## src/rtl/irq_gate_pkg.sv

```systemverilog
package irq_gate_pkg;

    localparam int VEC_W      = 16;
    localparam int SWI_W      = 6;
    localparam int PREFIX_W   = 8;
    localparam logic [PREFIX_W-1:0] SWI_PREFIX = 8'h01;
    localparam logic [VEC_W-1:0]    NMI_VEC    = 16'h0100;

    typedef enum logic [1:0] {
        SP_NONE  = 2'd0,
        SP_HALF  = 2'd1,
        SP_VALID = 2'd2
    } sp_state_e;

    typedef enum logic [1:0] {
        SRC_NONE = 2'd0,
        SRC_SWI  = 2'd1,
        SRC_NMI  = 2'd2,
        SRC_IRQ  = 2'd3
    } src_e;

    typedef struct packed {
        logic             take;
        logic [VEC_W-1:0] vec;
        logic             ack;
        logic             push_f;
        logic             ien_clr;
    } entry_t;

    function automatic logic [VEC_W-1:0] swi_vector(input logic [SWI_W-1:0] addr);
        logic [VEC_W-1:0] v;
        v = '0;
        v[VEC_W-1 -: PREFIX_W] = SWI_PREFIX;
        v[SWI_W-1:0] = addr;
        return v;
    endfunction

endpackage

```

## src/rtl/irq_sp_pair.sv

```systemverilog
module irq_sp_pair
    import irq_gate_pkg::*;
(
    input  logic clk,
    input  logic rst,
    input  logic wr_a,
    input  logic wr_b,
    output logic pair_ok
);
    sp_state_e state_q, state_d;
    logic      half_b_q, half_b_d;   // in SP_HALF: 1 when the lone write was pointer b

    always_comb begin
        state_d  = state_q;
        half_b_d = half_b_q;
        if (wr_a && wr_b) begin
            state_d = SP_VALID;
        end else if (wr_a || wr_b) begin
            if (state_q == SP_HALF && (wr_b != half_b_q)) begin
                state_d = SP_VALID;
            end else begin
                state_d  = SP_HALF;
                half_b_d = wr_b;
            end
        end
    end

    always_ff @(posedge clk) begin
        if (rst) begin
            state_q  <= SP_NONE;
            half_b_q <= 1'b0;
        end else begin
            state_q  <= state_d;
            half_b_q <= half_b_d;
        end
    end

    assign pair_ok = (state_q == SP_VALID);

    p_single_write_breaks_r2: assert property (@(posedge clk) disable iff (rst)
        (state_q == SP_VALID && (wr_a ^ wr_b)) |=> !pair_ok);

    p_repeat_write_holds_r2: assert property (@(posedge clk) disable iff (rst)
        (state_q == SP_HALF && wr_a && !wr_b && !half_b_q) |=> (state_q == SP_HALF));

endmodule

```

## src/rtl/irq_nmi_edge.sv

```systemverilog
module irq_nmi_edge (
    input  logic clk,
    input  logic rst,
    input  logic nmi,
    input  logic consume,
    output logic pending
);
    logic prev_q;
    logic pend_q;

    always_ff @(posedge clk) begin
        if (rst) begin
            prev_q <= 1'b0;
            pend_q <= 1'b0;
        end else begin
            prev_q <= nmi;
            pend_q <= (pend_q && !consume) || (nmi && !prev_q);
        end
    end

    assign pending = pend_q;

    p_nmi_held_r6: assert property (@(posedge clk) disable iff (rst)
        (pend_q && !consume) |=> pend_q);

endmodule

```

## src/rtl/irq_arbiter.sv

```systemverilog
module irq_arbiter
    import irq_gate_pkg::*;
(
    input  logic             swi,
    input  logic [SWI_W-1:0] swi_addr,
    input  logic             hw_ok,
    input  logic             nmi_pend,
    input  logic             irq,
    input  logic             ien,
    input  logic [VEC_W-1:0] irq_vec,
    output src_e             src,
    output entry_t           entry
);
    always_comb begin
        if (swi)                    src = SRC_SWI;
        else if (hw_ok && nmi_pend) src = SRC_NMI;
        else if (hw_ok && irq && ien) src = SRC_IRQ;
        else                        src = SRC_NONE;
    end

    always_comb begin
        entry = '0;
        unique case (src)
            SRC_SWI: begin
                entry.take   = 1'b1;
                entry.vec    = swi_vector(swi_addr);
                entry.push_f = 1'b1;
            end
            SRC_NMI: begin
                entry.take    = 1'b1;
                entry.vec     = NMI_VEC;
                entry.ack     = 1'b1;
                entry.push_f  = 1'b1;
                entry.ien_clr = 1'b1;
            end
            SRC_IRQ: begin
                entry.take    = 1'b1;
                entry.vec     = irq_vec;
                entry.ack     = 1'b1;
                entry.push_f  = 1'b1;
                entry.ien_clr = 1'b1;
            end
            default: entry = '0;
        endcase
    end

endmodule

```

## src/rtl/irq_gate.sv

```systemverilog
module irq_gate
    import irq_gate_pkg::*;
(
    input  logic             clk,
    input  logic             rst,
    input  logic             boundary,
    input  logic             irq,
    input  logic [VEC_W-1:0] irq_vec,
    input  logic             nmi,
    input  logic             ien,
    input  logic             sp1_wr,
    input  logic             sp2_wr,
    input  logic             flag_wr,
    input  logic             swi,
    input  logic [SWI_W-1:0] swi_addr,
    output logic             take,
    output logic [VEC_W-1:0] vector,
    output logic             ack,
    output logic             push_f,
    output logic             ien_clr
);
    logic   pair_ok;
    logic   nmi_pend;
    logic   defer_q;
    logic   hw_ok;
    src_e   src;
    entry_t entry_d, entry_q;

    irq_sp_pair u_pair (
        .clk     (clk),
        .rst     (rst),
        .wr_a    (sp1_wr),
        .wr_b    (sp2_wr),
        .pair_ok (pair_ok)
    );

    irq_nmi_edge u_nmi (
        .clk     (clk),
        .rst     (rst),
        .nmi     (nmi),
        .consume (src == SRC_NMI),
        .pending (nmi_pend)
    );

    // deferral: armed by a flag write, spent by the next boundary
    always_ff @(posedge clk) begin
        if (rst) defer_q <= 1'b0;
        else     defer_q <= flag_wr || (defer_q && !boundary);
    end

    assign hw_ok = boundary && pair_ok && !defer_q;

    irq_arbiter u_arb (
        .swi      (swi),
        .swi_addr (swi_addr),
        .hw_ok    (hw_ok),
        .nmi_pend (nmi_pend),
        .irq      (irq),
        .ien      (ien),
        .irq_vec  (irq_vec),
        .src      (src),
        .entry    (entry_d)
    );

    always_ff @(posedge clk) begin
        if (rst) entry_q <= '0;
        else     entry_q <= entry_d;
    end

    assign take    = entry_q.take;
    assign vector  = entry_q.vec;
    assign ack     = entry_q.ack;
    assign push_f  = entry_q.push_f;
    assign ien_clr = entry_q.ien_clr;

    p_hw_needs_pair_r1: assert property (@(posedge clk) disable iff (rst)
        ack |-> $past(pair_ok));

    p_defer_blocks_r3: assert property (@(posedge clk) disable iff (rst)
        ack |-> !$past(defer_q));

    p_swi_prefix_r4: assert property (@(posedge clk) disable iff (rst)
        (take && !ack) |-> (vector[VEC_W-1 -: PREFIX_W] == SWI_PREFIX));

    p_hw_at_boundary_r9: assert property (@(posedge clk) disable iff (rst)
        ack |-> $past(boundary));

endmodule

```

## config.mk

```make
export PLATFORM = sky130hd
export DESIGN_NAME = irq_gate
export DESIGN_NICKNAME = d
export VERILOG_FILES = /design/src/rtl/irq_gate_pkg.sv /design/src/rtl/irq_sp_pair.sv /design/src/rtl/irq_nmi_edge.sv /design/src/rtl/irq_arbiter.sv /design/src/rtl/irq_gate.sv
export SDC_FILE = /design/constraint.sdc
export NUM_CORES = 1
export LEC_CHECK = 0
export CORE_MARGIN = 4
export CORE_UTILIZATION = 58
export DETAILED_ROUTE_END_ITERATION = 8
export DONT_BUFFER_PORTS = 1
export PLACE_DENSITY = 0.74
export SYNTH_ARGS = -nofsm -noshare
export SYNTH_HDL_FRONTEND = slang
export SYNTH_SLANG_ARGS = --single-unit
```

## constraint.sdc

```tcl
create_clock -name clk -period 1.5 [get_ports clk]
set_input_delay 0.45 -clock clk [delete_from_list [all_inputs] [get_ports clk]]
set_output_delay 0.45 -clock clk [all_outputs]
set_load 0.02 [all_outputs]
```

==> flow_summary.yaml <==
power:
  p_leak_nw: 0.3516
  power_density_nw_per_um2: 1302
  ir_worst_vdd_mv: 0.7622
yosys:
  async_flop_share: 0
  syn-instance-count: 81
  synth-edff-count: 0
  netlist_area_sq_um: 855.8
  yosysMostFrequentCell: "dfxtp_1"
  synth_area_leaders: "dfxtp_1, and2_1, a22oi_1"
  ys.flop_type: "dfxtp_1"
  yosysSeqAreaShare: 0.5614
  yosysTopAreaCellShare: 0.5614
  ys_seq_elements: 24
  syn_nets: 113
  yosys-top-cells-count: "dfxtp_1, nor2_1, and2_1"
  avgSynthCellArea_sq_um: 10.57
  synth_warnings: 0
  synth.largest_area_cell: "dfxtp_1"
  yosysUniqueCellTypes: 19
placed_design:
  dp_cells: 93
  dp_hpwl_microns: 1092
  gp_congestion: 0.6253
  io_buffers: 0
  dpl_cell_area_sq_um: 854.6
timing:
  timing.fmax_ghz: 0.7408
  layout_min_cycle_time_ns: 1.350
  grt_setup_unrepaired: "no"
  setup_violations: 0
  slew_viol_final: 0
  worstMarginPinSlew_ns: 0.4253
  fin_setup_tns_ns: 0
  slew_headroom: 0.7144
  whs_ns: 0.2035
  period_share: 0.9000
  final_hold_viol_count: 0
  fin_skew_ns: 0.002569
clock_tree:
  cts_buffers: 3
  clock_tree.root_cell: "clkbuf_4"
  hold_buffers: 0
  clockBufferDepth: 2
  post_cts_buffers: 0
  post_cts_resized: 0
  cts.sinks: 24
  clock_latency_ns: 0.29
  cts_tree: "built"
  htree_levels: 1
  path_clk_slew_ns: 0.12
routing:
  route.vias.total: 529
  ant_nets: 0
  dr.pass1.iters: 4
  first_iter_violations: 5
  wl_microns: 1336
  vias_per_cell: 5.454
  wl_per_cell_microns: 13.77
  drcViolationCount: 0
layout:
  fin_cells: 97
  n_fill_cell: 113
  n_antenna_cell: 0
  regArea_sq_um: 480.5
  nNetsFinal: 115
  fin_util: 0.6719
  area.growth.synth_to_final_pct: 5.994
  postLayoutCellArea_sq_um: 907.1
  drive_above_1_share: 0.1098
  multiInputGateArea_sq_um: 336.6
worst_setup_path:
  cp_max_fo: 9
  criticalPathCategory: "reg2reg"
  crit_arrival_ns: 1.60
  cp.required_ns: 1.75
  start_kind: "flip-flop"
  critPathCaptureType: "flip-flop"
floorplanning:
  core_area_sq_um: 1350
  start_util: 0.6339
  num_rows: 13
  dieArea_sq_um: 2154
  die_h_microns: 46.41
  io_pins: 52
  die_w_microns: 46.41
global_route:
  grt_usage: 0.1396
  grt_antenna_before_repair: 0
  met1_usage: 0.1749
  gr-usage-met2: 0.2005
  grt_first_pass_wirelength_microns: 2125
  grt_use_met3: 0.05078
  overflow: 0
  first_global_vias: 491
  grt.busiest_layer: "met2"
  grt_max_degree: 15
run:
  drv_cap: 0
outcome:
  status: "finished clean"
worst_hold_path:
  hold_class: "in2reg"
[metal layers]
layer | up-vias | routed length, microns
li1 | 272 | -
met1 | 229 | 462
met2 | 26 | 694
met3 | 2 | 162
met4 | 0 | 17
met5 | - | 0
[critical path: stages (launching register included)]
cell and delay (ns):
dfxtp_1 0.33, nand4bb_4 0.24, or2_4 0.27, nor4_4 0.28, and2_1 0.18
[state kept, by name, indices dropped and copies added, names as in the netlist]
name and cells:
vector 16, u_pair.state_q 2, defer_q 1, ien_clr 1
take 1, u_nmi.pending 1, u_nmi.prev_q 1, u_pair.half_b_q 1
[final cells by class]
cell class | instances | area share
clock inverter | 1 | 0.03310
inverter | 3 | 0.01241
timing repair buffer | 1 | 0.008276
tap | 15 | 0.02069
clock buffer | 3 | 0.02483
sequential | 24 | 0.5297
multi-input combinational | 50 | 0.3710
[cells by family (layout without fill, tap and decap cells)]
group	count (synthesis)	after routing	share of synthesized area
simple gates	34	34	0.2690
compound gates	15	15	0.1126
buf+inv	7	8	0.04531
flops	24	24	0.5614
mux	1	1	0.01170
[where the power goes]
part           total [mW]  switching (mW)  internal (mW)
Combinational      0.0565          0.0234         0.0331
Sequential          0.685          0.0271          0.657
Clock               0.440           0.170          0.270
Total                1.18           0.221          0.960
[final timing paths]
check                                       from                              to  slack, ns  cells past startpoint
hold reg to reg   u_pair.state_q[1]$_SDFFE_PP0P_  u_pair.state_q[1]$_SDFFE_PP0P_       0.51                      2
setup / recovery              defer_q$_SDFF_PP0_            vector[7]$_SDFF_PP0_       0.15                      4
hold / removal                               rst         u_nmi.prev_q$_SDFF_PP0_       0.20                      1
setup reg to reg              defer_q$_SDFF_PP0_            vector[7]$_SDFF_PP0_       0.15                      4
[layout by cell type, fill, tap and decap left out]
cell type / Yosys / layout
a21oi_1: 7 / 7
a22oi_1: 6 / 6
a2bb2oi_1: 1 / 1
and2_1: 9 / 9
buf_4: 3 / 1
bufinv_16: 0 / 1
clkbuf_4: 0 / 3
dfxtp_1: 24 / 24
inv_1: 3 / 3
mux2i_1: 1 / 1
nand2_1: 2 / 2
nand2b_1: 2 / 2
nand4bb_4: 1 / 1
nor2_1: 12 / 12
nor2b_1: 2 / 2
nor3_1: 2 / 2
nor3b_1: 1 / 1
nor4_4: 2 / 2
o21bai_1: 1 / 1
or2_4: 1 / 1
[metrics by stage]
stage	total power [mW]	setup WS [ns]
floorplan	0.7573	0.2023
global placement	0.7548	0.1572
detailed placement	0.7570	0.09399
CTS	1.197	0.09597
global route	1.241	0.008000
finish	1.181	0.1501
Note: power is estimated with default switching activity, not from simulation.
